<file path="src/rtl/sig_pkg.sv">
// Package: shared widths and the Galois step used by the compactor.
// Assumes signature width is a multiple of the register word width.
package sig_pkg;
    localparam int SIG_W  = 32;
    localparam int WORD_W = 16;

    // One Galois step: shift left, fold polynomial when feedback is 1.
    function automatic logic [SIG_W-1:0] galois_step(
        input logic [SIG_W-1:0] cur,
        input logic [SIG_W-1:0] poly,
        input logic             din
    );
        logic fb;
        fb = cur[SIG_W-1] ^ din;
        return (cur << 1) ^ (fb ? poly : '0);
    endfunction
endpackage

</file>
<file path="src/rtl/sig_cfg_regs.sv">
// Staging registers for seed and polynomial, written one word at a time.
// Assumes sel values 0..NHALF-1 pick seed words, NHALF..2*NHALF-1 pick polynomial words.
module sig_cfg_regs #(
    parameter int SIG_W  = 32,
    parameter int WORD_W = 16,
    localparam int NHALF = SIG_W / WORD_W,
    localparam int SEL_W = $clog2(2 * NHALF)
) (
    input  logic              clk,
    input  logic              rst_n,
    input  logic              wr,
    input  logic [SEL_W-1:0]  sel,
    input  logic [WORD_W-1:0] wdata,
    output logic [SIG_W-1:0]  seed,
    output logic [SIG_W-1:0]  poly
);
    for (genvar h = 0; h < NHALF; h++) begin : g_half
        // Stage seed word h.
        always_ff @(posedge clk) begin
            if (!rst_n)
                seed[h*WORD_W +: WORD_W] <= '0;
            else if (wr && (sel == SEL_W'(h)))
                seed[h*WORD_W +: WORD_W] <= wdata;
        end
        // Hold polynomial word h.
        always_ff @(posedge clk) begin
            if (!rst_n)
                poly[h*WORD_W +: WORD_W] <= '0;
            else if (wr && (sel == SEL_W'(NHALF + h)))
                poly[h*WORD_W +: WORD_W] <= wdata;
        end
    end
endmodule

</file>
<file path="src/rtl/sig_lfsr.sv">
// Galois signature register fed by TDI bits; load strobe wins over shift.
// Assumes seed and poly are stable staging values from the config block.
module sig_lfsr #(
    parameter int SIG_W = 32
) (
    input  logic             clk,
    input  logic             rst_n,
    input  logic             load,
    input  logic [SIG_W-1:0] seed,
    input  logic [SIG_W-1:0] poly,
    input  logic             step,
    input  logic             din,
    output logic [SIG_W-1:0] state
);
    import sig_pkg::galois_step;

    // Update the signature register.
    always_ff @(posedge clk) begin
        if (!rst_n)
            state <= '0;
        else if (load)
            state <= seed;
        else if (step)
            state <= galois_step(state, poly, din);
    end


    seed_load_chk: assert property (@(posedge clk) disable iff (!rst_n)
        load |=> state == $past(seed));

    hold_chk: assert property (@(posedge clk) disable iff (!rst_n)
        (!load && !step) |=> $stable(state));

    no_fold_chk: assert property (@(posedge clk) disable iff (!rst_n)
        (!load && step && (state[SIG_W-1] == din)) |=> state == ($past(state) << 1));
endmodule

</file>
<file path="src/rtl/sig_mask_cmp.sv">
// Sticky masked compare of captured words against expected words.
// Assumes one captured word per cycle at most; start arms the flag at pass.
module sig_mask_cmp #(
    parameter int SIG_W = 32
) (
    input  logic             clk,
    input  logic             rst_n,
    input  logic             start,
    input  logic             cap_valid,
    input  logic [SIG_W-1:0] cap_word,
    input  logic [SIG_W-1:0] exp_word,
    input  logic [SIG_W-1:0] mask_word,
    input  logic             mask_en,
    output logic             pass
);
    logic [SIG_W-1:0] ignore;
    logic             miss;

    // Work out the effective mask and the mismatch of this word.
    always_comb begin
        ignore = mask_en ? mask_word : '0;
        miss   = cap_valid && (|((cap_word ^ exp_word) & ~ignore));
    end

    // Sticky pass flag: armed by start, cleared by any mismatch.
    always_ff @(posedge clk) begin
        if (!rst_n)
            pass <= 1'b0;
        else if (start)
            pass <= !miss;
        else if (miss)
            pass <= 1'b0;
    end


    sticky_fail_chk: assert property (@(posedge clk) disable iff (!rst_n)
        (!start && !pass) |=> !pass);

    arm_pass_chk: assert property (@(posedge clk) disable iff (!rst_n)
        (start && !cap_valid) |=> pass);

    masked_all_chk: assert property (@(posedge clk) disable iff (!rst_n)
        (!start && pass && cap_valid && mask_en && (&mask_word)) |=> pass);
endmodule

</file>
<file path="src/rtl/tdi_sig_compactor.sv">
// Top: 32-bit TDI signature compactor with split-word setup and masked compare.
// Assumes host writes seed/polynomial before strobing load and enabling shifts.
module tdi_sig_compactor #(
    parameter int SIG_W  = 32,
    parameter int WORD_W = 16
) (
    input  logic                                   clk,
    input  logic                                   rst_n,
    input  logic                                   cfg_wr,
    input  logic [$clog2(2*(SIG_W/WORD_W))-1:0]    cfg_sel,
    input  logic [WORD_W-1:0]                      cfg_wdata,
    input  logic                                   seed_load,
    input  logic                                   sig_en,
    input  logic                                   tdi_valid,
    input  logic                                   tdi_bit,
    output logic [WORD_W-1:0]                      sig_lo,
    output logic [WORD_W-1:0]                      sig_hi,
    input  logic                                   cmp_start,
    input  logic                                   cap_valid,
    input  logic [SIG_W-1:0]                       cap_word,
    input  logic [SIG_W-1:0]                       exp_word,
    input  logic [SIG_W-1:0]                       mask_word,
    input  logic                                   mask_en,
    output logic                                   cmp_pass
);
    logic [SIG_W-1:0] seed_w, poly_w, sig_w;

    sig_cfg_regs #(.SIG_W(SIG_W), .WORD_W(WORD_W)) cfg_i (
        .clk(clk), .rst_n(rst_n), .wr(cfg_wr), .sel(cfg_sel),
        .wdata(cfg_wdata), .seed(seed_w), .poly(poly_w)
    );

    sig_lfsr #(.SIG_W(SIG_W)) lfsr_i (
        .clk(clk), .rst_n(rst_n), .load(seed_load), .seed(seed_w),
        .poly(poly_w), .step(sig_en && tdi_valid), .din(tdi_bit),
        .state(sig_w)
    );

    sig_mask_cmp #(.SIG_W(SIG_W)) cmp_i (
        .clk(clk), .rst_n(rst_n), .start(cmp_start), .cap_valid(cap_valid),
        .cap_word(cap_word), .exp_word(exp_word), .mask_word(mask_word),
        .mask_en(mask_en), .pass(cmp_pass)
    );

    // Present the signature as two readback words.
    always_comb begin
        sig_lo = sig_w[WORD_W-1:0];
        sig_hi = sig_w[2*WORD_W-1:WORD_W];
    end


    reset_fail_chk: assert property (@(posedge clk)
        !rst_n |=> (!cmp_pass && sig_lo == '0 && sig_hi == '0));
endmodule

</file>
<file path="config.mk">
export PLATFORM = sky130hd
export DESIGN_NAME = tdi_sig_compactor
export DESIGN_NICKNAME = d
export VERILOG_FILES = /design/src/rtl/sig_pkg.sv /design/src/rtl/sig_cfg_regs.sv /design/src/rtl/sig_lfsr.sv /design/src/rtl/sig_mask_cmp.sv /design/src/rtl/tdi_sig_compactor.sv
export SDC_FILE = /design/constraint.sdc
export NUM_CORES = 1
export LEC_CHECK = 0
export ABC_CLOCK_PERIOD_IN_PS = 3000
export BUFFER_PORTS_ARGS = -buffer_cell sky130_fd_sc_hd__buf_4
export CAP_MARGIN = 20
export CELL_PAD_IN_SITES_DETAIL_PLACEMENT = 0
export CELL_PAD_IN_SITES_GLOBAL_PLACEMENT = 1
export CORE_ASPECT_RATIO = 1.1
export CORE_MARGIN = 10
export CORE_UTILIZATION = 40
export DETAILED_ROUTE_END_ITERATION = 7
export PLACE_DENSITY_LB_ADDON = 0.1
export SETUP_SLACK_MARGIN = 0.02
export SYNTH_ARGS = -nofsm -noshare
export SYNTH_HDL_FRONTEND = slang
export SYNTH_SLANG_ARGS = --single-unit
</file>
<file path="constraint.sdc">
create_clock -name clk -period 3 [get_ports clk]
set_input_delay 0.9 -clock clk [delete_from_list [all_inputs] [get_ports clk]]
set_output_delay 0.9 -clock clk [all_outputs]
set_load 0.05 [all_outputs]
</file>
======== After elaboration in Yosys (flattened, before gate mapping) ========
Cells that the tools add are included.
word-level totals
  register bits ........................... 97
  bits in latches ......................... 0
  bits in writable memories ............... 0
  bits in read-only memories .............. 0
  bits of input ports ..................... 124
  output and inout port bits .............. 33
  word-level logic and storage cells ...... 31
  memories ................................ 0
operators by class
  add/sub/neg operators ................... 0
  multipliers ............................. 0
  divide/modulo/power cells ............... 0
  $lt $le $gt $ge ......................... 0
  eq/ne operators ......................... 3
  shift-type cells ........................ 0
  mux-type cells .......................... 6
  bitwise operators ....................... 5
  reduce and logical (&&, ||, !) cells .... 11
operator list
  cell                  count
  $mux W32              4
  $xor A32 B32 Y32      2
  $and A32 B32 Y32      1
  $not A32 Y32          1
  $reduce_or A32 Y1     1
  $logic_and A1 B1 Y1   6
  $eq A2 B2 Y1 const B  2
  $reduce_bool A2 Y1    2
  $eq A2 B1 Y1 const B  1
  $logic_not A2 Y1      1
  $mux W1               2
  $logic_not A1 Y1      1
  $xor A1 B1 Y1         1

======== Depth between registers and ports, before layout ========
Gate-level depths: netlist (run 1).
  word-level depth ........................ 7
  depth in mapped cells ................... 6

======== Modules after synthesis ========
Synthesis (run 1) repeated with hierarchy kept, for this count alone.
unflattened totals
  cell total of the unflattened synthesis .. 559
  area, all modules ....................... 5,039.8 µm²
by module, submodules not included
  module             instances  cells an instance  area each (µm²)  sequential area each (µm²)
  sig_cfg_regs       1          228                2,368.5          1,281.2
  sig_lfsr           1          252                2,055.7          640.6
  sig_mask_cmp       1          78                 609.3            20.0
  tdi_sig_compactor  1          1                  6.3              0.0

======== Least setup slack after synthesis (run 1) ========
OpenSTA, ideal clock, no wires.
  kind .................................... input port to flip-flop
  from .................................... input port tdi_bit
  to ...................................... register lfsr_i.state[22]
  setup time .............................. 125 ps
  arrival time ............................ 1,869 ps
  slack ................................... 1,006 ps
  cell stages on the path ................. 6
  cells stage by stage .................... xor2_2 buf_6 nand2_2 xnor2_1 a222oi_1 nor2b_1
on the way
  longest elaborated chain between the ends .. 5
RTL lines
  what                  line                     text
  start, declared       tdi_sig_compactor.sv:15  input logic tdi_bit,
  $xor A1 B1 Y1         sig_pkg.sv:14            fb = cur[SIG_W-1] ^ din;
  $mux W32              sig_pkg.sv:15            return (cur << 1) ^ (fb ? poly : '0);
  $xor A32 B32 Y32      sig_pkg.sv:15
  $mux W32              sig_lfsr.sv:23           else if (step)
  $mux W32              sig_lfsr.sv:21           else if (load)
  end signal, assigned  sig_lfsr.sv:24           state <= galois_step(state, poly, din);
  end, declared         sig_lfsr.sv:13           output logic [SIG_W-1:0] state
Every way passes these cells. The select of a mux whose other input is x is not followed.
A chain may end at the register's enable or synchronous reset.

======== Final worst setup path (run 1) ========
  from .................................... input port tdi_bit
  to ...................................... register lfsr_i.state[17]
The elaborated chain is that of the path after synthesis.

==> results of run 1 <==
state kept, by name, summed over array words and instances, names as in the netlist:
| signal | count |
|---|---|
| cfg_i.poly | 32 |
| cfg_i.seed | 32 |
| cmp_i.pass | 1 |
| lfsr_i.state | 32 |
logic make-up after synthesis:
family,synth area share
AO/OA/AOI/OAI,0.205
AND/OR/NAND/NOR,0.214
XOR/XNOR,0.122
buffers and inverters,0.0444
flip-flops,0.416
layer usage:
layer / up-vias / track usage / wire (microns)
met4: 0 / 0.0389 / 159
met3: 13 / 0.0571 / 1120
met2: 147 / 0.311 / 7570
met5: - / 0 / 0
li1: 2142 / - / -
met1: 2088 / 0.216 / 6390
Yosys cell counts, drive strengths merged (5+ instances only):
master,instances,area (sq um)
nand4,6,37.5
nand2,168,653
dfxtp,97,1940
xnor2,53,464
o22ai,7,43.8
buf,11,88.8
nor2b,31,194
nor4,5,31.3
clkbuf,24,100
xor2,11,104
a222oi,31,310
nor2,6,22.5
inv,5,18.8
a21boi,65,488
power by group:
part	internal, mW	switching [mW]
logic	0.221	0.229
clock network	0.589	0.482
registers	1.32	0.0236
total	2.13	0.734
through the flow:
step                hold slack [ns]  setup WS, ns  power (mW)  std cells
floorplan                     0.435          1.01        1.61        543
global placement              0.444         0.679        1.82        821
detailed placement            0.457         0.681        1.83        821
CTS                           0.468          1.03        2.89        837
global route                  0.483         0.896        2.99        837
finish                        0.463          1.03        2.87        837
critical path, delay by kind of cell:
kind,cells,cell delay (ns)
AOI/OAI and AO/OA,1,0.30
xor gates and xnor gates,2,0.25
buffers and inverters,2,0.52
and+or+nand+nor,2,0.21
path summary, 6_finish.rpt:
check	start	depth (start not counted)	slack, ns	to
worst min register to register	cfg_i.poly[15]	2	0.46	cfg_i.poly[15]
worst min-delay path	cfg_i.poly[15]	2	0.46	cfg_i.poly[15]
worst max register to register	lfsr_i.state[31]	6	1.29	lfsr_i.state[17]
worst max-delay path	tdi_bit	7	1.03	lfsr_i.state[17]
cell type report:
cell class | count | area (sq um) | share of cell area
multi-input combinational | 406 | 2530 | 0.410
sequential | 97 | 1940 | 0.314
timing repair buffer | 163 | 1220 | 0.198
clock buffer | 13 | 250 | 0.0405
tap | 150 | 188 | 0.0304
clock inverter | 3 | 23.8 | 0.00385
inverter | 5 | 18.8 | 0.00304
==> impl_metrics.env, run 1 <==
export IMPL_avgSynthCellArea_sq_um=8.61
export IMPL_ant_nets=0
export IMPL_wl_per_cell_microns=18.2
export IMPL_max_slew_margin=0.456
export IMPL_timing_fmax_mhz=508
export IMPL_synthesis_area_sq_um=4670
export IMPL_start_util=0.409
export IMPL_final_cell_mix="buf_4, nand2_1, dfxtp_1"
export IMPL_cts_num_sinks=97
export IMPL_fin_util=0.540
export IMPL_hp_class="reg2reg"
export IMPL_cts_resized=0
export IMPL_row_count=41
export IMPL_finalHoldViolCount=0
export IMPL_async_reset_ff_frac=0
export IMPL_setup_viol=0
export IMPL_antenna_cells=0
export IMPL_die_area_sq_um=16400
export IMPL_min_period_ns=1.97
export IMPL_crit_type="in2reg"
export IMPL_root_buffer="clkbuf_16"
export IMPL_rsz0062_at_grt="false"
export IMPL_critPathMaxStageDelay_ns=0.40
export IMPL_grt_pass1_wl_mm=24.0
export IMPL_drv_cap=0
export IMPL_synth_warnings=0
export IMPL_antenna_found_initial=0
export IMPL_violations="design-rule violations"
export IMPL_start_kind="primary input"
export IMPL_clkLatencyLatePin_ns=0.34
export IMPL_tns_ns=0
export IMPL_final_cell_area_sq_um=6180
export IMPL_tightestPinTransition_ns=0.817
export IMPL_dp_hpwl_mm=10.9
export IMPL_syn_nets=667
export IMPL_crit_top_cell="buf_4"
export IMPL_synthFlopType="dfxtp_1"
export IMPL_path_cells="buf_4 -> xor2_2 -> buf_4 -> nand2_1 -> xnor2_1 -> a222oi_1 -> nor2b_1"
export IMPL_vdd_drop_max_uv=244
export IMPL_post_cts_setup_buffers=0
export IMPL_required_ns=3.22
export IMPL_layout_drive_gt1_share=0.282
export IMPL_drv_slew=0
export IMPL_grt_use_total=0.182
export IMPL_io_pins=157
export IMPL_place_gp_congestion=0.827
export IMPL_power_leakage_nw=2.35
export IMPL_status="complete, but fails checks"
export IMPL_area_growth_pct=32.2
export IMPL_post_route_period_util=0.656
export IMPL_powerDensity_nw_per_um2=465
export IMPL_num_vias=4390
export IMPL_fp_dieH_microns=133
export IMPL_skew_ns=0.0113
export IMPL_critPathArrivalTime_ns=2.19
export IMPL_num_fill_cells=1097
export IMPL_synth_cell_type_count=37
export IMPL_synth_seq_cells=97
export IMPL_first_pass_iters=8
export IMPL_path_clk_slew_ns=0.06
export IMPL_ys_seq_area_frac=0.416
export IMPL_crit_slowest_cell="buf_4"
export IMPL_cts_hold_buffers_added=0
export IMPL_cts_tree="built"
export IMPL_io_buffer_count=156
export IMPL_first_global_vias=4519
export IMPL_netlist_instances=543
export IMPL_drt_total_wl_mm=15.2
export IMPL_h_tree_depth=3
export IMPL_clockBufferDepth=2
export IMPL_first_iter_violations=341
export IMPL_grt_max_degree=97
export IMPL_core_area_sq_um=11400
export IMPL_end_kind="flop"
export IMPL_placed_cell_area_sq_um=5900
export IMPL_overflow=0
export IMPL_final_net_count=806
export IMPL_via_per_inst=5.24
export IMPL_path_max_fanout=32
export IMPL_final_common_cell="buf_4"
export IMPL_synth_edff_count=0
export IMPL_fp_dieW_microns=123
export IMPL_drc=7
export IMPL_cts_inserted_buffers=9
Power figures use the tool's default switching activity.
==> run 2, diff against run 1 <==
- ABC_CLOCK_PERIOD_IN_PS: 3000 -> 1900
- CORE_UTILIZATION: 40 -> 37
- clock period: 3 -> 1.9 ns (I/O delays scaled with it)
==> impl_metrics.env, run 2 (same netlist as run 1, synthesis figures left out) <==
export IMPL_first_pass_iters=5
export IMPL_layout_drive_gt1_share=0.289
export IMPL_vdd_drop_max_uv=406
export IMPL_setup_viol=0
export IMPL_post_route_period_util=0.848
export IMPL_dp_hpwl_mm=11.2
export IMPL_min_delay_path_depth=2
export IMPL_antenna_found_initial=0
export IMPL_final_cell_mix="buf_4, nand2_1, dfxtp_1"
export IMPL_reg_largest_list="cfg_i.poly (32), cfg_i.seed (32), lfsr_i.state (32)"
export IMPL_drt_total_wl_mm=15.4
export IMPL_die_area_sq_um=17500
export IMPL_required_ns=2.13
export IMPL_max_slew_margin=0.665
export IMPL_timing_fmax_mhz=621
export IMPL_cts_tree="built"
export IMPL_start_kind="flop"
export IMPL_powerDensity_nw_per_um2=728
export IMPL_start_util=0.374
export IMPL_tightestPinTransition_ns=0.502
export IMPL_power_leakage_nw=2.39
export IMPL_wl_per_cell_microns=18.2
export IMPL_first_iter_violations=392
export IMPL_fp_dieH_microns=138
export IMPL_switching_share=0.261
export IMPL_end_kind="flop"
export IMPL_power_frac_seq=0.466
export IMPL_drv_slew=0
export IMPL_cts_hold_buffers_added=0
export IMPL_io_buffer_count=156
export IMPL_layout_setup_ws_ns=0.289
export IMPL_via_per_inst=5.09
export IMPL_drc=0
export IMPL_clkLatencyLatePin_ns=0.35
export IMPL_reg2reg_from="lfsr_i.state[31]"
export IMPL_antenna_cells=0
export IMPL_power_frac_comb=0.160
export IMPL_hold_path_end="cfg_i.poly[14]"
export IMPL_ant_nets=0
export IMPL_path_max_fanout=32
export IMPL_drv_cap=0
export IMPL_skew_ns=0.00698
export IMPL_cts_resized=0
export IMPL_row_count=43
export IMPL_place_gp_congestion=0.822
export IMPL_fin_util=0.502
export IMPL_status="completed"
export IMPL_num_vias=4304
export IMPL_area_growth_pct=34.1
export IMPL_root_buffer="clkbuf_16"
export IMPL_r2r_cells=6
export IMPL_min_from="cfg_i.poly[14]"
export IMPL_core_area_sq_um=12500
export IMPL_cts_num_sinks=97
export IMPL_overflow=0
export IMPL_grt_use_total=0.169
export IMPL_io_pins=157
export IMPL_p_int_mw=3.37
export IMPL_critPathArrivalTime_ns=1.84
export IMPL_p_switching_mw=1.19
export IMPL_clockBufferDepth=2
export IMPL_fp_dieW_microns=127
export IMPL_clockPowerShare=0.373
export IMPL_grt_pass1_wl_mm=23.8
export IMPL_first_global_vias=4460
export IMPL_final_common_cell="buf_4"
export IMPL_r2r_setup_slack_ns=0.29
export IMPL_final_net_count=809
export IMPL_finalHoldViolCount=0
export IMPL_hp_class="reg2reg"
export IMPL_h_tree_depth=3
export IMPL_post_cts_setup_buffers=0
export IMPL_grt_max_degree=97
export IMPL_r2r_end="lfsr_i.state[4]"
export IMPL_rsz0062_at_grt="false"
export IMPL_cts_inserted_buffers=9
export IMPL_place_ws_ns=-0.0650
export IMPL_path_clk_slew_ns=0.07
export IMPL_min_period_ns=1.61
export IMPL_crit_type="reg2reg"
==> run 2: critical path: stages, from the launching register on <==
cell and delay (ns):
dfxtp_1 0.41, xor2_2 0.20, buf_12 0.23, nand2_1 0.10, xnor2_1 0.13, a222oi_1 0.33
nor2b_1 0.08
==> run 2: power groups by stage <==
stage | sequential (mW) | clock (mW) | combinational (mW)
floorplan | 2.21 | 0 | 0.333
global placement | 2.17 | 0 | 0.732
detailed placement | 2.17 | 0 | 0.739
CTS | 2.13 | 1.74 | 0.740
global route | 2.13 | 1.82 | 0.798
finish | 2.13 | 1.70 | 0.731
==> run 2: metrics by stage <==
stage,power [mW],setup TNS [ns],area (sq um),hold slack [ns],instances
3_3_place_gp,2.90,0,6000,0.445,831
3_5_place_dp,2.91,-0.0656,6000,0.446,831
6_report,4.56,0,6270,0.452,846
5_1_grt,4.75,0,6270,0.483,846
4_1_cts,4.61,0,6270,0.456,846
2_1_floorplan,2.54,0,4670,0.435,543
==> run 2: how the worst max path moves through the flow <==
stage,slack (ns),depth (start not counted),startpoint,end
finish,0.29,6,lfsr_i.state[31],lfsr_i.state[4]
global route,0.17,6,lfsr_i.state[31],lfsr_i.state[31]
CTS,0.27,6,lfsr_i.state[31],lfsr_i.state[4]
detailed placement,-0.07,6,exp_word[31],cmp_i.pass
global placement,0.03,6,exp_word[14],cmp_i.pass
floorplan,0.07,6,lfsr_i.state[31],lfsr_i.state[22]
==> run 2: cell type report <==
class                   instances  area (sq um)
clock buffers                  10           239
clock inverters                 5          31.3
multi-input cells             406          2530
well taps                     157           196
flip-flops and latches         97          1940
fillers                      1227          6220
inverters                       5          18.8
repair buffers                166          1310
==> run 2: layer usage <==
layer,GRT usage,vias to the layer above,wire (microns)
li1,-,2146,-
met1,0.203,2033,6620
met2,0.292,108,7780
met3,0.0482,17,847
met4,0.0386,0,167
met5,0,-,0
==> run 3, diff against run 2 <==
- ABC_CLOCK_PERIOD_IN_PS: 1900 -> 1400
- CORE_UTILIZATION: 37 -> 33
- clock period: 1.9 -> 1.4 ns (I/O delays scaled with it)
==> impl_metrics.env, run 3 (same netlist as run 1, synthesis figures left out) <==
export IMPL_crit_type="reg2reg"
export IMPL_die_area_sq_um=19300
export IMPL_drv_slew=0
export IMPL_r2r_setup_slack_ns=-0.13
export IMPL_violations="negative setup slack"
export IMPL_powerDensity_nw_per_um2=951
export IMPL_first_pass_iters=6
export IMPL_path_clk_slew_ns=0.07
export IMPL_drt_total_wl_mm=16.2
export IMPL_drc=0
export IMPL_overflow=0
export IMPL_root_buffer="clkbuf_16"
export IMPL_first_global_vias=4660
export IMPL_post_route_period_util=1.09
export IMPL_setup_viol=32
export IMPL_power_leakage_nw=2.69
export IMPL_final_cell_area_sq_um=6950
export IMPL_ant_nets=0
export IMPL_vdd_drop_max_uv=768
export IMPL_grt_pass1_wl_mm=24.8
export IMPL_hp_class="in2reg"
export IMPL_start_kind="flop"
export IMPL_tightestPinTransition_ns=0.419
export IMPL_fp_dieW_microns=133
export IMPL_num_fill_cells=1376
export IMPL_p_total_mw=6.61
export IMPL_row_count=45
export IMPL_end_kind="flop"
export IMPL_clockBufferDepth=2
export IMPL_h_tree_depth=3
export IMPL_drv_cap=0
export IMPL_antenna_cells=0
export IMPL_multi_input_area_sq_um=2700
export IMPL_core_area_sq_um=13900
export IMPL_final_common_cell="nand2_1"
export IMPL_rsz0062_at_grt="true"
export IMPL_path_max_fanout=7
export IMPL_io_pins=157
export IMPL_dp_hpwl_mm=11.6
export IMPL_start_util=0.337
export IMPL_status="complete, but fails checks"
export IMPL_final_net_count=829
export IMPL_via_per_inst=4.98
export IMPL_finalHoldViolCount=0
export IMPL_grt_max_degree=97
export IMPL_min_period_ns=1.53
export IMPL_wl_per_cell_microns=18.1
export IMPL_cts_inserted_buffers=9
export IMPL_fp_dieH_microns=145
export IMPL_antenna_found_initial=0
export IMPL_cts_tree="built"
export IMPL_required_ns=1.62
export IMPL_skew_ns=0.00530
export IMPL_area_growth_pct=48.8
export IMPL_clkLatencyLatePin_ns=0.34
export IMPL_cts_num_sinks=97
export IMPL_timing_fmax_mhz=654
export IMPL_fin_util=0.502
export IMPL_critPathArrivalTime_ns=1.75
export IMPL_num_vias=4470
export IMPL_final_cell_mix="nand2_1, buf_4, dfxtp_1"
export IMPL_layout_setup_ws_ns=-0.130
export IMPL_place_gp_congestion=0.732
export IMPL_placed_cell_area_sq_um=6260
export IMPL_max_slew_margin=0.721
export IMPL_seq_area_sq_um=1980
export IMPL_grt_use_total=0.160
export IMPL_tns_ns=-2.95
export IMPL_io_buffer_count=156
export IMPL_layout_drive_gt1_share=0.386
export IMPL_reg_largest_list="cfg_i.poly (32), cfg_i.seed (32), lfsr_i.state (32)"
export IMPL_first_iter_violations=298
export IMPL_cts_hold_buffers_added=0
-- run 3: cell count changes in the layout (fill, tap and decap cells not counted), sizes merged --
| cell | delta |
|---|---|
| bufinv | +1 |
| inv | +2 |
| clkinvlp | -1 |
| buf | +18 |
| clkbuf | +1 |
-- run 3: area by class of cell --
| class | count | share of cell area |
|---|---|---|
| inverter | 5 | 0.00270 |
| clock buffer | 9 | 0.0324 |
| tap | 188 | 0.0338 |
| timing repair buffer | 186 | 0.247 |
| multi-input combinational | 406 | 0.389 |
| clock inverter | 7 | 0.0112 |
| sequential | 97 | 0.284 |
-- run 3: stage by stage --
stage	hold slack (ns)	instances	worst slack, ns
4_1_cts	0.319	894	-0.112
2_1_floorplan	0.435	543	-0.0785
6_report	0.334	898	-0.130
3_5_place_dp	0.449	878	-0.372
3_3_place_gp	0.450	878	-0.415
5_1_grt	0.344	898	-0.209
-- run 3: path summary, 6_finish.rpt --
| path | startpoint | to | cells past startpoint |
|---|---|---|---|
| worst min register to register | cfg_i.seed[15] | cfg_i.seed[15] | 2 |
| worst max register to register | lfsr_i.state[31] | lfsr_i.state[13] | 7 |
| worst max-delay path | lfsr_i.state[31] | lfsr_i.state[13] | 7 |
| worst min-delay path | cap_valid | cmp_i.pass | 3 |
-- run 3: power breakdown --
part,internal [mW],switching (mW),total [mW]
logic,0.630,0.553,1.18
registers,2.84,0.0576,2.90
clock network,1.41,1.13,2.54
-- run 3: per-layer routing --
layer | vias to the layer above | global-route usage | part of all wire
li1 | 2186 | - | -
met1 | 2143 | 0.188 | 0.41
met2 | 132 | 0.281 | 0.51
met3 | 9 | 0.0528 | 0.069
met4 | 0 | 0.0275 | 0.0094
met5 | - | 0 | 0
-- run 3: worst max-delay path, stage by stage (launching register included) --
cell and delay, ns:
dfxtp_4 0.37, xor2_4 0.17, buf_12 0.16, buf_12 0.13, nand2_4 0.04, xnor2_1 0.12
a222oi_1 0.33, nor2b_1 0.08
-- run 3: what timing repair did --
item                                    CTS  global route
endpoints found under the setup margin   53            53
resized for setup                        33            55
gates cloned                              0             2
buffers inserted                          0             2
pin swaps                                 0             9
hold endpoints to repair                  0             0
